===== src/rtl/irq_pkg.sv =====
`timescale 1ns/1ps
package irq_pkg;
  // master-enable next-state origin, in precedence order
  typedef enum logic [1:0] {
    GIE_HOLD = 2'd0,
    GIE_TAKE = 2'd1,
    GIE_RET  = 2'd2,
    GIE_SW   = 2'd3
  } gie_src_e;

  // vector address of source index idx
  function automatic int unsigned vec_calc(input int unsigned base,
                                           input int unsigned step,
                                           input int unsigned idx);
    return base + step * idx;
  endfunction
endpackage


===== src/rtl/irq_flag_bank.sv =====
`timescale 1ns/1ps
module irq_flag_bank #(
  parameter int N_SRC = 4
) (
  input  logic             clk,
  input  logic             rst_n,
  input  logic [N_SRC-1:0] hw_set,
  input  logic [N_SRC-1:0] sw_we,
  input  logic [N_SRC-1:0] sw_val,
  input  logic [N_SRC-1:0] svc_clr,
  output logic [N_SRC-1:0] flags_q
);
  genvar g;
  generate
    for (g = 0; g < N_SRC; g++) begin : g_flag
      logic set_any;
      logic clr_any;
      // a set from the peripheral or from software wins over any clear
      assign set_any = hw_set[g] | (sw_we[g] & sw_val[g]);
      assign clr_any = svc_clr[g] | (sw_we[g] & ~sw_val[g]);
      always_ff @(posedge clk or negedge rst_n) begin
        if (!rst_n)       flags_q[g] <= 1'b0;
        else if (set_any) flags_q[g] <= 1'b1;
        else if (clr_any) flags_q[g] <= 1'b0;
      end
    end
  endgenerate
endmodule


===== src/rtl/irq_arbiter.sv =====
`timescale 1ns/1ps
module irq_arbiter #(
  parameter int N_SRC    = 4,
  parameter int IDW      = 2,
  parameter int VEC_W    = 8,
  parameter int VEC_BASE = 4,
  parameter int VEC_STEP = 4
) (
  input  logic [N_SRC-1:0] elig,
  output logic             any,
  output logic [IDW-1:0]   win_id,
  output logic [N_SRC-1:0] win_oh,
  output logic [VEC_W-1:0] vec
);
  import irq_pkg::*;

  assign any = |elig;

  // lowest index wins: scan from the bottom of the ranking upward
  always_comb begin
    win_id = '0;
    for (int i = N_SRC - 1; i >= 0; i--) begin
      if (elig[i]) win_id = IDW'(i);
    end
  end

  always_comb begin
    win_oh = '0;
    if (any) win_oh[win_id] = 1'b1;
  end

  assign vec = VEC_W'(vec_calc(VEC_BASE, VEC_STEP, 32'(win_id)));
endmodule


===== src/rtl/irq_gate.sv =====
`timescale 1ns/1ps
module irq_gate (
  input  logic clk,
  input  logic rst_n,
  input  logic any,
  input  logic stack_full,
  input  logic at_boundary,
  input  logic reti_strobe,
  input  logic sw_we_gie,
  input  logic sw_gie_val,
  output logic take,
  output logic gie_q
);
  import irq_pkg::*;

  gie_src_e gie_src;
  logic     gie_nxt;

  assign take = gie_q & any & ~stack_full & at_boundary;

  always_comb begin
    if (take)             gie_src = GIE_TAKE;
    else if (reti_strobe) gie_src = GIE_RET;
    else if (sw_we_gie)   gie_src = GIE_SW;
    else                  gie_src = GIE_HOLD;
  end

  always_comb begin
    unique case (gie_src)
      GIE_TAKE: gie_nxt = 1'b0;
      GIE_RET:  gie_nxt = 1'b1;
      GIE_SW:   gie_nxt = sw_gie_val;
      default:  gie_nxt = gie_q;
    endcase
  end

  always_ff @(posedge clk or negedge rst_n) begin
    if (!rst_n) gie_q <= 1'b0;
    else        gie_q <= gie_nxt;
  end
endmodule


===== src/rtl/prio_irq_ctrl.sv =====
`timescale 1ns/1ps
module prio_irq_ctrl #(
  parameter int N_SRC    = 4,
  parameter int VEC_W    = 8,
  parameter int VEC_BASE = 4,
  parameter int VEC_STEP = 4,
  localparam int IDW     = (N_SRC > 1) ? $clog2(N_SRC) : 1,
  localparam int SPI_IDX = N_SRC - 1
) (
  input  logic             clk,
  input  logic             rst_n,
  input  logic [N_SRC-1:0] src_evt,
  input  logic [N_SRC-1:0] sw_we_flag,
  input  logic [N_SRC-1:0] sw_flag_val,
  input  logic [N_SRC-1:0] sw_we_en,
  input  logic [N_SRC-1:0] sw_en_val,
  input  logic             sw_we_gie,
  input  logic             sw_gie_val,
  input  logic             stack_full,
  input  logic             at_boundary,
  input  logic             reti_strobe,
  output logic             take,
  output logic [IDW-1:0]   take_id,
  output logic [VEC_W-1:0] vec_addr,
  output logic [N_SRC-1:0] flags_q,
  output logic [N_SRC-1:0] en_q,
  output logic             gie_q,
  output logic [7:0]       spi_ctl_rd
);
  // named internal events, brought out for the checker
  logic [N_SRC-1:0] elig;
  logic [N_SRC-1:0] win_oh;
  logic [N_SRC-1:0] svc_clr;
  logic             any_elig;

  assign elig    = flags_q & en_q;
  assign svc_clr = take ? win_oh : '0;

  always_ff @(posedge clk or negedge rst_n) begin
    if (!rst_n) en_q <= '0;
    else        en_q <= (en_q & ~sw_we_en) | (sw_we_en & sw_en_val);
  end

  irq_flag_bank #(.N_SRC(N_SRC)) u_flags (
    .clk     (clk),
    .rst_n   (rst_n),
    .hw_set  (src_evt),
    .sw_we   (sw_we_flag),
    .sw_val  (sw_flag_val),
    .svc_clr (svc_clr),
    .flags_q (flags_q)
  );

  irq_arbiter #(
    .N_SRC(N_SRC), .IDW(IDW), .VEC_W(VEC_W),
    .VEC_BASE(VEC_BASE), .VEC_STEP(VEC_STEP)
  ) u_arb (
    .elig   (elig),
    .any    (any_elig),
    .win_id (take_id),
    .win_oh (win_oh),
    .vec    (vec_addr)
  );

  irq_gate u_gate (
    .clk         (clk),
    .rst_n       (rst_n),
    .any         (any_elig),
    .stack_full  (stack_full),
    .at_boundary (at_boundary),
    .reti_strobe (reti_strobe),
    .sw_we_gie   (sw_we_gie),
    .sw_gie_val  (sw_gie_val),
    .take        (take),
    .gie_q       (gie_q)
  );

  assign spi_ctl_rd = {3'b000, flags_q[SPI_IDX], 3'b000, en_q[SPI_IDX]};
endmodule


===== config.mk =====
export PLATFORM = sky130hd
export DESIGN_NAME = prio_irq_ctrl
export DESIGN_NICKNAME = d
export VERILOG_FILES = /design/src/rtl/irq_pkg.sv /design/src/rtl/irq_flag_bank.sv /design/src/rtl/irq_arbiter.sv /design/src/rtl/irq_gate.sv /design/src/rtl/prio_irq_ctrl.sv
export SDC_FILE = /design/constraint.sdc
export NUM_CORES = 1
export LEC_CHECK = 0
export CAP_MARGIN = 10
export CORE_MARGIN = 2
export CORE_UTILIZATION = 33
export DETAILED_ROUTE_END_ITERATION = 8
export GPL_ROUTABILITY_DRIVEN = 0
export PLACE_DENSITY = 0.83
export SLEW_MARGIN = 20
export SYNTH_ARGS = -nofsm -noshare
export SYNTH_HDL_FRONTEND = slang
export SYNTH_SLANG_ARGS = --single-unit

===== constraint.sdc =====
create_clock -name clk -period 4.1 [get_ports clk]
set_input_delay 0.615 -clock clk [delete_from_list [all_inputs] [get_ports clk]]
set_output_delay 0.615 -clock clk [all_outputs]
set_load 0.02 [all_outputs]

==> results of run 1 <==
## metrics by stage
stage                     std cells  area, um^2  utilization  setup WS (ps)
after floorplan                  74         652            -           1990
after global placement          129        1020        0.582           1470
after detailed placement        129        1020        0.582           1410
after CTS                       133        1040        0.598           1280
after global routing            133        1040        0.598           1180
final                           133        1040        0.598           1290
## placed cells by master (no fill, tap or decap)
cell type and instances:
o21ai_0 3, a21oi_2 1, nor2b_1 1, clkinv_2 1, a22oi_2 1, nand2b_1 4, dfrtp_1 9, a21oi_1 5
o21ai_1 3, clkbuf_4 3, ha_1 3, a211oi_1 4, clkdlybuf4s50_1 43, a22oi_4 1, a32oi_1 1, inv_1 6
mux2_2 3, conb_1 11, nand2_1 2, nor2_1 1, nand3b_1 1, a21o_1 1
## how the worst max path moves through the flow
stage          slack [ps]           to                            from
2_1_floorplan        1990  vec_addr[4]  u_flags.flags_q[2]$_DFFE_PN0P_
3_3_place_gp         1470         take                      stack_full
3_5_place_dp         1410         take                      stack_full
4_1_cts              1280  vec_addr[3]  u_flags.flags_q[3]$_DFFE_PN0P_
5_1_grt              1180  vec_addr[3]  u_flags.flags_q[3]$_DFFE_PN0P_
6_report             1290  vec_addr[3]  u_flags.flags_q[3]$_DFFE_PN0P_
## critical path, delay by kind of cell (launching register included)
kind            cells  cell delay (ps)
compound gates      1              320
buf+inv             3              720
flops               1              430
fa+ha+maj           1              270
simple gates        1              180
## layer usage
layer	global-route usage	share of wire	up-vias
met5	0	0	-
met4	0.0167	0	0
met3	0.0846	0.093	0
met2	0.271	0.52	35
met1	0.145	0.39	269
li1	-	-	284
## cell families (layout without fill, tap and decap cells)
| group | after synthesis | in the layout |
|---|---|---|
| AND/OR/NAND/NOR | 9 | 9 |
| AO/OA/AOI/OAI | 20 | 20 |
| flip-flops | 9 | 9 |
| other | 1 | 11 |
| multiplexers | 3 | 3 |
| adder cells (fa/ha/maj) | 3 | 3 |
| buffers and inverters | 19 | 53 |
## report_power, final
group          switching, mW  total, mW  internal (mW)  leakage (nW)
registers             0.0109      0.108         0.0966        0.0989
clock network         0.0343     0.0704         0.0361        0.0177
logic                 0.0652      0.134         0.0691         0.326
total                  0.110      0.312          0.202         0.442
## area by class of cell
| class | instances | area [um^2] |
|---|---|---|
| Clock buffer | 3 | 22.5 |
| Clock inverter | 1 | 5.00 |
| Fill cell | 161 | 702 |
| Inverter | 6 | 22.5 |
| Multi-Input combinational cell | 46 | 307 |
| Sequential cell | 9 | 225 |
| Tap cell | 25 | 31.3 |
| Timing Repair Buffer | 43 | 430 |
==> flow_summary.toml, run 1 <==
[die]
rows = 15
die_h_um = 47.1
die-area_um2 = 2220
start_util = 0.352
die_w_um = 47.1
boundaryPins = 55
coreArea_um2 = 1750

[finish]
areaGrowthSynthToFinish_pct = 69.9
layout-drive-gt1-share = 0.0926
n_antenna_cell = 0
nNetsFinal = 139

[clock_network]
clock_path_buffers = 2
post_cts_buffers = 0
cts_buffers = 3
h-tree-depth = 1
clk_pin_slew_ps = 60
post_cts_resized = 0
clock_latency_ps = 270
cts_hold_buf = 0
root_buffer = "clkbuf_4"
cts_tree = "built"
clock_sinks = 9

[critical_path]
cp.arrival_ps = 2200
worstSetupPathType = "reg -> out"
reg2reg_slack_ps = 2480
cp.required_ps = 3480
critPathMaxFanout = 5
r2r_cells = 7
start_kind = "flip-flop"
end_kind = "primary output"
r2r-start = "u_flags.flags_q[2]$_DFFE_PN0P_"
r2r_end = "u_flags.flags_q[1]$_DFFE_PN0P_"
crit_top_cell = "inv_1"
path_cells = "a22oi_2, nand2b_1, inv_1, ha_1, inv_1, clkdlybuf4s50_1"
max_stage_delay_ps = 590
cp_slowest_cell = "clkdlybuf4s50_1"

[global_route]
grt_pass1_wl_mm = 2.13
grt_pass1_vias = 508
grt_max_degree = 10
overflow = 0
grtUsageTotal = 0.146
antenna_found_initial = 0

[yosys]
synth.distinct_cells = 20
synth_warnings = 0
async_flop_share = 1.00
synth-compound-area-share = 0.234
post_synth_most_frequent_cells = "buf_4 (13), dfrtp_1 (9), inv_1 (6)"
synth_most_common_cell = "buf_4"
yosys.area_share.simple = 0.0815
synth_mux_area_frac = 0.0550
synth.area.top_cells = "dfrtp_1 (37%), buf_4 (16%), ha_1 (6.1%), mux2_2 (5.5%), a211oi_1 (4.9%)"
synth_enable_flop_cells = 0
synthFlopType = "dfrtp_1"
synth_area_um2 = 614
ys_ff_latch = 9
postSynthCellCount = 64
synth_top_family_by_area = "compound AO/OA/AOI/OAI gates"
syn_avg_cell_area_um2 = 9.60
synth.largest_area_cell = "dfrtp_1"
synth-xor-area-share = 0
synth_top_cell_area_share = 0.367
synth_fa_ha_area_frac = 0.0611
ys_seq_area_frac = 0.367

[detailed_routing]
wl_per_cell_um = 11.4
num_vias = 588
drc = 0
wl_mm = 1.52
drt_pre_antenna_iters = 2
drtAntennaViolNets = 0
vias_per_cell = 4.42
drtIter0Drc = 2

[worst_hold_path]
hold_path_depth = 1
hold_class = "reg -> reg"

[pwr]
cellLeakagePower_nw = 0.442
p_per_area_nw_per_um2 = 299
ir_worst_vdd_v = 0.000263
power_mw = 0.312

[timing]
period_minus_slack_ps = 2810
fin_crit_sh = 0.686
clock_skew_ps = 0.607
rsz0062_at_grt = "false"
clock.fmax_ghz = 0.356
setup_tns_ps = 0
setup_viol = 0
timing.hold.ws_ps = 586
hold_viol = 0
drv_slew = 0

[status]
status = "finished, final reports clean"

[placed_design]
hpwlAfterDp_mm = 1.29
portBuffers = 43

[flow_run]
cap_violations = 0
Note: power is estimated with default switching activity, not from simulation.
==> run 2, diff against run 1 <==
--- a/config.mk
+++ b/config.mk
@@ -6,11 +6,12 @@
 export NUM_CORES = 1
 export LEC_CHECK = 0
 export CAP_MARGIN = 10
+export CORE_ASPECT_RATIO = 1.5
 export CORE_MARGIN = 2
-export CORE_UTILIZATION = 33
+export CORE_UTILIZATION = 30
 export DETAILED_ROUTE_END_ITERATION = 8
 export GPL_ROUTABILITY_DRIVEN = 0
-export PLACE_DENSITY = 0.83
+export PLACE_DENSITY = 0.76
 export SLEW_MARGIN = 20
 export SYNTH_ARGS = -nofsm -noshare
 export SYNTH_HDL_FRONTEND = slang
==> constraint.sdc (replaced) <==
create_clock -name clk -period 2.94 [get_ports clk]
set_input_delay 0.441 -clock clk [delete_from_list [all_inputs] [get_ports clk]]
set_output_delay 0.441 -clock clk [all_outputs]
set_load 0.02 [all_outputs]
==> flow_summary.toml, run 2 (synthesis results as in run 1) <==
[pwr]
seq_power_share = 0.349
comb_power_share = 0.432
internal_power_mw = 0.281
p_switching_mw = 0.148
swShare = 0.345
p_per_area_nw_per_um2 = 413
ir_worst_vdd_v = 0.000232
clock_power_share = 0.218
cellLeakagePower_nw = 0.442

[critical_path]
worstSetupPathType = "reg -> out"
max_stage_delay_ps = 590
critPathMaxFanout = 5
cp.arrival_ps = 2130
path_cells = "a22oi_2, nand2b_1, inv_1, ha_1, inv_1, clkdlybuf4s50_1"
cp.required_ps = 2500
crit_top_cell = "inv_1"
end_kind = "primary output"
start_kind = "flip-flop"
cp_slowest_cell = "clkdlybuf4s50_1"

[finish]
num-fill-cells = 210
layout-drive-gt1-share = 0.0926
layout_commonest_cell = "clkdlybuf4s50_1"
n_antenna_cell = 0
nNetsFinal = 139
multiInputGateArea_um2 = 307
seq_area_um2 = 225
final_util = 0.526
areaGrowthSynthToFinish_pct = 69.2
final_cell_mix = "clkdlybuf4s50_1 (43), conb_1 (11), dfrtp_1 (9)"

[global_route]
grt_pass1_wl_mm = 2.27
grt_max_degree = 10
grt_pass1_vias = 576
antenna_found_initial = 0
overflow = 0
grtUsageTotal = 0.137

[detailed_routing]
vias_per_cell = 4.52
wl_mm = 1.39
drtAntennaViolNets = 0
route.layer.met1.wl_um = 515
drc = 0
dr.max_layer_used = "met4"
drt_pre_antenna_iters = 4
met3WireLength_um = 181
wl_per_cell_um = 10.7
drtIter0Drc = 1
num_vias = 587
wl_met2_um = 683

[clock_network]
cts_hold_buf = 0
root_buffer = "clkbuf_4"
post_cts_resized = 0
clock_latency_ps = 260
post_cts_buffers = 0
clock_sinks = 9
clk_pin_slew_ps = 60
h-tree-depth = 1
cts_tree = "built"
cts_buffers = 3
clock_path_buffers = 2

[die]
start_util = 0.311
die_h_um = 59.4
rows = 20
coreArea_um2 = 1980
die_w_um = 41.0
die-area_um2 = 2430
boundaryPins = 55

[status]
status = "finished, final reports clean"

[timing]
clock.fmax_ghz = 0.389
drv_slew = 0
period_minus_slack_ps = 2570
fin_crit_sh = 0.874
clock_skew_ps = 4.40
rsz0062_at_grt = "false"
setup_tns_ps = 0
hold_viol = 0
setup_viol = 0

[flow_run]
cap_violations = 0

[placed_design]
hpwlAfterDp_mm = 1.18
portBuffers = 43

[worst_hold_path]
hold_class = "in -> async"
## run 2: cell counts in the layout (fill, tap and decap cells not counted)
No cell type changed its count.
## run 2: worst max-delay path: cells and delay by family, from the launching register on
family	cells	cell delay (ps)
AOI/OAI and AO/OA	1	300
adders and majority gates	1	270
buffers and inverters	3	710
DFF	1	420
and+or+nand+nor	1	170
## run 2: cell type report
class,count,share of cell area
tap,22,0.0265
clock inverter,1,0.00481
multi-input combinational,46,0.295
timing repair buffer,43,0.414
inverter,6,0.0217
sequential,9,0.217
clock buffer,3,0.0217
## run 2: path summary, 6_finish.rpt
kind	from	end	slack [ps]	cells after the start
max	u_flags.flags_q[3]$_DFFE_PN0P_	vec_addr[3]	370	6
max reg2reg	u_flags.flags_q[2]$_DFFE_PN0P_	u_flags.flags_q[3]$_DFFE_PN0P_	1420	7
min in group clk	flip-flop	flip-flop	590	1
min	rst_n	u_flags.flags_q[1]$_DFFE_PN0P_	480	1
min reg2reg	flip-flop	flip-flop	590	1
max in group asynchronous	rst_n	u_gate.gie_q$_DFFE_PN0P_	2180	1
## run 2: power groups by stage
stage / Combinational, mW / Sequential [mW] / Clock [mW]
floorplan: 0.0908 / 0.164 / 0
global placement: 0.184 / 0.153 / 0
detailed placement: 0.187 / 0.153 / 0
CTS: 0.188 / 0.150 / 0.0976
global route: 0.202 / 0.152 / 0.108
finish: 0.186 / 0.150 / 0.0939
## run 2: routing by layer
metal,global-route usage,up-vias
met4,0.0857,0
met1,0.146,262
li1,-,285
met5,0,-
met2,0.219,38
met3,0.0451,2
## run 2: through the flow
| stage | std cells | hold slack (ps) | setup WS (ps) | instance area [um^2] | power, mW |
|---|---|---|---|---|---|
| 2_1_floorplan | 74 | 145 | 1000 | 652 | 0.255 |
| 3_3_place_gp | 126 | 578 | 590 | 1010 | 0.337 |
| 3_5_place_dp | 126 | 590 | 572 | 1010 | 0.339 |
| 4_1_cts | 130 | 487 | 354 | 1040 | 0.436 |
| 5_1_grt | 130 | 502 | 240 | 1040 | 0.462 |
| 6_report | 130 | 477 | 369 | 1040 | 0.430 |
==> run 3, diff against run 2 <==
--- a/config.mk
+++ b/config.mk
@@ -9,6 +9,7 @@
 export CORE_ASPECT_RATIO = 1.5
 export CORE_MARGIN = 2
 export CORE_UTILIZATION = 30
+export CTS_CLUSTER_DIAMETER = 200
 export DETAILED_ROUTE_END_ITERATION = 8
 export GPL_ROUTABILITY_DRIVEN = 0
 export PLACE_DENSITY = 0.76
==> results of run 3 <==
Final layout, timing and power as in run 2 (identical DEF).
